==> src/rtl/cbc_pkg.sv <==
package cbc_pkg;
  localparam int CPU_AW = 16;
  localparam int CPU_DW = 8;
  localparam logic [3:0] RAM_KEY = 4'hA;
  localparam logic [CPU_DW-1:0] OPEN_BUS = '1;

  typedef enum logic {
    MODE_ROM_HEAVY = 1'b0,
    MODE_RAM_HEAVY = 1'b1
  } bank_mode_e;

  typedef enum logic [2:0] {
    SEL_NONE,
    SEL_RAM_GATE,
    SEL_LO_BANK,
    SEL_HI_FIELD,
    SEL_MODE
  } reg_sel_e;

  // 8 KB write page (bus_addr[15:13]) to register select
  function automatic reg_sel_e page_to_sel(input logic [2:0] page);
    case (page)
      3'd0:    return SEL_RAM_GATE;
      3'd1:    return SEL_LO_BANK;
      3'd2:    return SEL_HI_FIELD;
      3'd3:    return SEL_MODE;
      default: return SEL_NONE;
    endcase
  endfunction
endpackage

==> src/rtl/cbc_wr_decode.sv <==
module cbc_wr_decode
  import cbc_pkg::*;
(
  input  logic                wr_en,
  input  logic [CPU_AW-1:0]   addr,
  output reg_sel_e            sel
);
  always_comb begin
    sel = SEL_NONE;
    if (wr_en) sel = page_to_sel(addr[CPU_AW-1 -: 3]);
  end
endmodule

==> src/rtl/cbc_bank_regs.sv <==
module cbc_bank_regs
  import cbc_pkg::*;
#(
  parameter int LO_W = 5,
  parameter int HI_W = 2
) (
  input  logic              clk,
  input  logic              rst_n,
  input  reg_sel_e          sel,
  input  logic [CPU_DW-1:0] wdata,
  output logic              ram_on,
  output logic [LO_W-1:0]   lo_bank,
  output logic [HI_W-1:0]   hi_field,
  output bank_mode_e        mode
);
  localparam logic [LO_W-1:0] LO_RESET = LO_W'(1);

  logic [LO_W-1:0] lo_next;
  // bank 0 cannot be chosen for the switchable window
  assign lo_next = (wdata[LO_W-1:0] == '0) ? LO_RESET : wdata[LO_W-1:0];

  always_ff @(posedge clk) begin
    if (!rst_n) begin
      ram_on   <= 1'b0;
      lo_bank  <= LO_RESET;
      hi_field <= '0;
      mode     <= MODE_ROM_HEAVY;
    end else begin
      case (sel)
        SEL_RAM_GATE: ram_on   <= (wdata[3:0] == RAM_KEY);
        SEL_LO_BANK:  lo_bank  <= lo_next;
        SEL_HI_FIELD: hi_field <= wdata[HI_W-1:0];
        SEL_MODE:     mode     <= bank_mode_e'(wdata[0]);
        default: ;
      endcase
    end
  end
endmodule

==> src/rtl/cbc_addr_map.sv <==
module cbc_addr_map
  import cbc_pkg::*;
#(
  parameter int ROM_WIN_W = 14,
  parameter int RAM_WIN_W = 13,
  parameter int LO_W = 5,
  parameter int HI_W = 2,
  localparam int ROM_AW = ROM_WIN_W + LO_W + HI_W,
  localparam int RAM_AW = RAM_WIN_W + HI_W
) (
  input  logic [CPU_AW-1:0] addr,
  input  logic [LO_W-1:0]   lo_bank,
  input  logic [HI_W-1:0]   hi_field,
  input  bank_mode_e        mode,
  output logic [ROM_AW-1:0] rom_addr,
  output logic [RAM_AW-1:0] ram_addr,
  output logic              in_rom,
  output logic              in_ram
);
  localparam logic [2:0] RAM_PAGE = 3'b101;

  logic            upper;
  logic [LO_W-1:0] rom_lo;
  logic [HI_W-1:0] rom_hi;
  logic [HI_W-1:0] ram_hi;

  always_comb begin
    in_rom = ~addr[CPU_AW-1];
    in_ram = (addr[CPU_AW-1 -: 3] == RAM_PAGE);
    upper  = addr[ROM_WIN_W];
    rom_lo = upper ? lo_bank : '0;
    rom_hi = (upper && mode == MODE_ROM_HEAVY) ? hi_field : '0;
    ram_hi = (mode == MODE_RAM_HEAVY) ? hi_field : '0;
    rom_addr = {rom_hi, rom_lo, addr[ROM_WIN_W-1:0]};
    ram_addr = {ram_hi, addr[RAM_WIN_W-1:0]};
  end
endmodule

==> src/rtl/cbc_rdata_mux.sv <==
module cbc_rdata_mux
  import cbc_pkg::*;
(
  input  logic              in_rom,
  input  logic              in_ram,
  input  logic              ram_on,
  input  logic [CPU_DW-1:0] rom_rdata,
  input  logic [CPU_DW-1:0] ram_rdata,
  output logic [CPU_DW-1:0] bus_rdata
);
  always_comb begin
    if (in_rom)                bus_rdata = rom_rdata;
    else if (in_ram && ram_on) bus_rdata = ram_rdata;
    else                       bus_rdata = OPEN_BUS;
  end
endmodule

==> src/rtl/cart_bank_ctrl.sv <==
module cart_bank_ctrl
  import cbc_pkg::*;
#(
  parameter int ROM_WIN_W = 14,
  parameter int RAM_WIN_W = 13,
  parameter int LO_W = 5,
  parameter int HI_W = 2,
  localparam int ROM_AW = ROM_WIN_W + LO_W + HI_W,
  localparam int RAM_AW = RAM_WIN_W + HI_W
) (
  input  logic              clk,
  input  logic              rst_n,
  input  logic [CPU_AW-1:0] bus_addr,
  input  logic [CPU_DW-1:0] bus_wdata,
  input  logic              bus_wr,
  output logic [CPU_DW-1:0] bus_rdata,
  output logic [ROM_AW-1:0] rom_addr,
  input  logic [CPU_DW-1:0] rom_rdata,
  output logic [RAM_AW-1:0] ram_addr,
  output logic              ram_ce,
  output logic              ram_we,
  output logic [CPU_DW-1:0] ram_wdata,
  input  logic [CPU_DW-1:0] ram_rdata
);
  reg_sel_e        sel;
  logic            ram_on;
  logic [LO_W-1:0] lo_bank;
  logic [HI_W-1:0] hi_field;
  bank_mode_e      mode;
  logic            in_rom;
  logic            in_ram;

  cbc_wr_decode u_dec (
    .wr_en (bus_wr),
    .addr  (bus_addr),
    .sel   (sel)
  );

  cbc_bank_regs #(.LO_W(LO_W), .HI_W(HI_W)) u_regs (
    .clk      (clk),
    .rst_n    (rst_n),
    .sel      (sel),
    .wdata    (bus_wdata),
    .ram_on   (ram_on),
    .lo_bank  (lo_bank),
    .hi_field (hi_field),
    .mode     (mode)
  );

  cbc_addr_map #(
    .ROM_WIN_W(ROM_WIN_W), .RAM_WIN_W(RAM_WIN_W), .LO_W(LO_W), .HI_W(HI_W)
  ) u_map (
    .addr     (bus_addr),
    .lo_bank  (lo_bank),
    .hi_field (hi_field),
    .mode     (mode),
    .rom_addr (rom_addr),
    .ram_addr (ram_addr),
    .in_rom   (in_rom),
    .in_ram   (in_ram)
  );

  cbc_rdata_mux u_rmux (
    .in_rom    (in_rom),
    .in_ram    (in_ram),
    .ram_on    (ram_on),
    .rom_rdata (rom_rdata),
    .ram_rdata (ram_rdata),
    .bus_rdata (bus_rdata)
  );

  assign ram_ce    = in_ram & ram_on;
  assign ram_we    = ram_ce & bus_wr;
  assign ram_wdata = bus_wdata;
endmodule

==> config.mk <==
export PLATFORM = sky130hd
export DESIGN_NAME = cart_bank_ctrl
export DESIGN_NICKNAME = d
export VERILOG_FILES = /design/src/rtl/cbc_pkg.sv /design/src/rtl/cbc_wr_decode.sv /design/src/rtl/cbc_bank_regs.sv /design/src/rtl/cbc_addr_map.sv /design/src/rtl/cbc_rdata_mux.sv /design/src/rtl/cart_bank_ctrl.sv
export SDC_FILE = /design/constraint.sdc
export NUM_CORES = 1
export LEC_CHECK = 0
export ABC_AREA = 1
export ABC_CLOCK_PERIOD_IN_PS = 1800
export BUFFER_PORTS_ARGS = -buffer_cell sky130_fd_sc_hd__clkbuf_2
export CAP_MARGIN = 20
export CORE_MARGIN = 4
export CORE_UTILIZATION = 36
export CTS_CLUSTER_SIZE = 30
export DETAILED_ROUTE_END_ITERATION = 10
export PLACE_DENSITY = 0.85
export SLEW_MARGIN = 20
export SYNTH_ARGS = -nofsm -noshare
export SYNTH_HDL_FRONTEND = slang
export SYNTH_SLANG_ARGS = --single-unit
==> constraint.sdc <==
create_clock -name clk -period 1.8 [get_ports clk]
set_input_delay 0 -clock clk [delete_from_list [all_inputs] [get_ports clk]]
set_output_delay 0 -clock clk [all_outputs]
set_load 0.02 [all_outputs]
* After elaboration in Yosys (flattened, before gate mapping)
Cells that the tools add are included.
Word-level totals: word-level logic and storage cells 28, register bits after elaboration 9
Operators by class: equal/unequal tests 9, multiplexer cells 8, reductions and logical operators 4, bitwise operators 3
Operator list (count):
- 8-bit 2-to-1 mux | 2
- 3-bit by 2-bit == test with 1-bit output (second input constant) | 4
- 3-bit one-hot mux with 4 select lines | 1
- 5-bit 2-to-1 mux | 2
- 3-bit by 1-bit == test with 1-bit output (second input constant) | 2
- 3-bit == test (second input constant) | 2
- 5-bit logical NOT | 1
- 4-bit == test (second input constant) | 1
- 2-bit 2-to-1 mux | 2
- 3-bit logical NOT | 1
- 3-bit 2-to-1 mux | 1
- 1-bit bitwise AND | 2
- 1-bit logical AND | 2
- 1-bit inverter | 1

* Depth between registers and ports, before layout
depth after elaboration 4, gate-level depth with buffers 7

* By module
A second synthesis with hierarchy kept.
Unflattened totals: cell total of the unflattened synthesis 164, area, all modules 953.4 um^2
Modules (own cells, without submodules):
- cbc_bank_regs | area an instance 416.6 um^2, times used 1, cells each 64
- cbc_addr_map | area an instance 291.5 um^2, times used 1, cells each 50
- cbc_rdata_mux | area an instance 127.6 um^2, times used 1, cells each 28
- cart_bank_ctrl | area an instance 77.6 um^2, times used 1, cells each 12
- cbc_wr_decode | area an instance 40.0 um^2, times used 1, cells each 10

* Least setup slack after synthesis
OpenSTA, ideal clock, no wires.
kind flip-flop to output port, start register u_regs.mode, end output port rom_addr[19], data arrival time 0.864 ns, required time 1.800 ns, cell stages (with the launch flop) 2, setup slack 0.936 ns, cell sequence dfxtp_1 > nor3b_1
On the way: word-level cells in the longest chain between the ends 3
Ends and longest elaborated chain:
- start: declaration | line cbc_bank_regs.sv:14 | output bank_mode_e mode
- start signal: assignment | line cbc_bank_regs.sv:33 | SEL_MODE: mode <= bank_mode_e'(wdata[0]);
- 1-bit inverter | line cbc_addr_map.sv:32 | rom_hi = (upper && mode == MODE_ROM_HEAVY) ? hi_field : '0;
- 1-bit logical AND | line cbc_addr_map.sv:32
- 2-bit 2-to-1 mux | line cbc_addr_map.sv:32
- end: declaration | line cart_bank_ctrl.sv:17 | output logic [ROM_AW-1:0] rom_addr,
Every way passes these cells.

* Final worst setup path
start register u_regs.ram_on, end output port bus_rdata[4]
On the way: word-level cells in the longest chain between the ends 3
Ends and longest elaborated chain:
- start: declaration | line cbc_bank_regs.sv:11 | output logic ram_on,
- start signal: assignment | line cbc_bank_regs.sv:30 | SEL_RAM_GATE: ram_on <= (wdata[3:0] == RAM_KEY);
- 1-bit logical AND | line cbc_rdata_mux.sv:13 | else if (in_ram && ram_on) bus_rdata = ram_rdata;
- 8-bit 2-to-1 mux | line cbc_rdata_mux.sv:13
- 8-bit 2-to-1 mux | line cbc_rdata_mux.sv:12 | if (in_rom) bus_rdata = rom_rdata;
- end: declaration | line cart_bank_ctrl.sv:16 | output logic [CPU_DW-1:0] bus_rdata,
Every way passes these cells.

==> impl_metrics.ini <==
[run_status]
status = finished, final reports clean

[detailed_routing]
dr.pass1.iters = 4
drt_iter0_markers = 16
vias_per_cell = 4.17
routedWlPerCell_um = 9.54
remaining_drc_errors = 0
postRouteAntennaNets = 0
routed_wl_um = 1730
vias = 755

[worst_setup_path]
worst_setup_path_start_kind = flop
critPathTopFamily = flip-flops
cp_cell_sequence = nand4_2 -> o22ai_1 -> inv_1 -> clkbuf_2
required_ps = 1800
cp_slowest_stage_delay_ps = 330
critPathSlowestCell = dfxtp_1
worstPathArrival_ps = 1230
cp-end-kind = output port
critical_path_buf_inv_count = 2
path_class = reg -> out
crit_path_max_fanout = 10

[sta]
grt_setup_unrepaired = no
worst_pin_slew_ps = 256
period_needed_ps = 1230
final_max_slew_viol_count = 0
setup_viol = 0
fin_tns_setup_ps = 0
hold_ws_ps = 0.00728
finClkSkew_ps = 0
relSlewSlack_pct = 82.9
finalHoldViolCount = 0
fin_crit_sh_pct = 68.2
fmax_mhz = 815

[clock_tree]
clock-root-buffer = clkbuf_4
clk_latency_ps = 260
cts_tree = built
post_cts_buffers = 0
cts_buffer_depth = 2
htree_num_levels = 1
clock_sinks = 9
ctsHoldBuffers = 0
cts_resized = 0
clk_pin_slew_ps = 50
numCtsBuffers = 3

[cells_and_area]
layout.nets = 197
syn_to_final_growth_pct = 4.41
nFillCells = 248
seqCellArea_um2 = 180
multiInputGateArea_um2 = 294
drive_above_1_share_pct = 37.9
layout.cells.most_common = clkbuf_2
num_antenna_cells = 0
final_cell_mix = 51 x clkbuf_2, 24 x inv_1, 21 x nor2_1

[synthesis]
syn_inst = 136
syn_nets = 179
netlist_area_um2 = 852
synth-seq-cells = 9
seq_area_frac_synth_pct = 21.1
avgSynthCellArea_um2 = 6.27
ys_warn_count = 0
synth.distinct_cells = 18

[placement]
place_congestion = 0.800
post-dp-hpwl_um = 1450
numPortBuffers = 51

[job]
maxCapViolCount = 0

[power_and_ir_drop]
power_density_nw_per_um2 = 565
power.static_leakage_uw = 0.000557
p_total_uw = 502
ir_drop_v = 0.000226

[die]
die_h_um = 56.7
fp.coreArea_um2 = 2230
die_width_um = 56.7
die_area_um2 = 3210
row_count = 17
floorplan.initialDensity_pct = 38.2
ios = 97

[global_route]
grt_max_degree = 12
antenna_found_initial = 0
first_global_vias = 663
grt_pass1_wl_um = 2740
grt_usage_pct = 10.7
gr-total-overflow = 0

[hold_path]
hp-class = in -> out
worst paths after layout:
check | slack [ps] | to | startpoint | cells past startpoint
setup / recovery | 570 | bus_rdata[4] | u_regs.ram_on | 4
hold / removal | 0.007 | ram_wdata[6] | bus_wdata[6] | 0
setup reg to reg | 1140 | u_regs.mode | u_regs.mode | 2
hold reg to reg | 490 | u_regs.lo_bank[4] | u_regs.lo_bank[4] | 2
layer usage:
layer	part of all wire [%]	global-route usage, %	up-vias
met5	0	0	-
met2	49	16.5	23
met1	38	11.8	309
li1	-	-	416
met3	9.4	3.22	7
met4	3.5	9.49	0
cells in the mapped netlist:
cell | n | area, um^2
nor2_1 | 21 | 78.8
clkinv_2 | 1 | 5.00
inv_1 | 24 | 90.1
inv_2 | 1 | 3.75
nand2_2 | 1 | 6.26
nor3_1 | 2 | 10.0
o22ai_1 | 8 | 50.1
a31oi_1 | 1 | 6.26
nor3b_1 | 2 | 15.0
nand3_1 | 5 | 25.0
clkbuf_1 | 1 | 3.75
nand4_2 | 1 | 12.5
dfxtp_1 | 9 | 180
nand4_1 | 1 | 6.26
o21ai_0 | 4 | 20.0
buf_2 | 1 | 5.00
nand2_1 | 17 | 63.8
buf_4 | 36 | 270
worst register-to-register path: cells and delay by family (launching register included):
family,cells,cell delay [ps]
flops,1,350
compound gates,1,150
simple gates,1,50
area by class of cell:
cell class	count	share of cell area [%]
inverter	26	11.1
clock buffer	4	2.95
multi-input combinational	63	33.1
sequential	9	20.3
timing repair buffer	51	28.7
tap	28	3.94
report_power, final:
group	leakage, uW	switching [uW]	total (uW)	internal (uW)
logic	0.000469	81.6	134	52.9
registers	0.0000732	4.27	211	206
clock network	0.0000150	71.9	157	85.5
total	0.000557	158	502	345
cells by family after synthesis:
group | after synthesis | synth area share, %
AOI/OAI and AO/OA | 13 | 8.96
buffers and inverters | 64 | 44.3
and+or+nand+nor | 50 | 25.6
DFF | 9 | 21.1
flip-flops by register name, summed over array words and instances (netlist names):
name,count
u_regs.hi_field,2
u_regs.ram_on,1
u_regs.mode,1
u_regs.lo_bank,5
per-stage QoR:
stage                     util, %  setup WS (ps)  std cells  instance area [um^2]
after floorplan                 -            936        136                   852
after global placement       38.7            879        177                   863
after detailed placement     38.7            861        177                   863
after CTS                    39.8            576        181                   890
after global routing         39.8            428        181                   890
final                        39.8            573        181                   890
(Power assumes the default switching activity.)
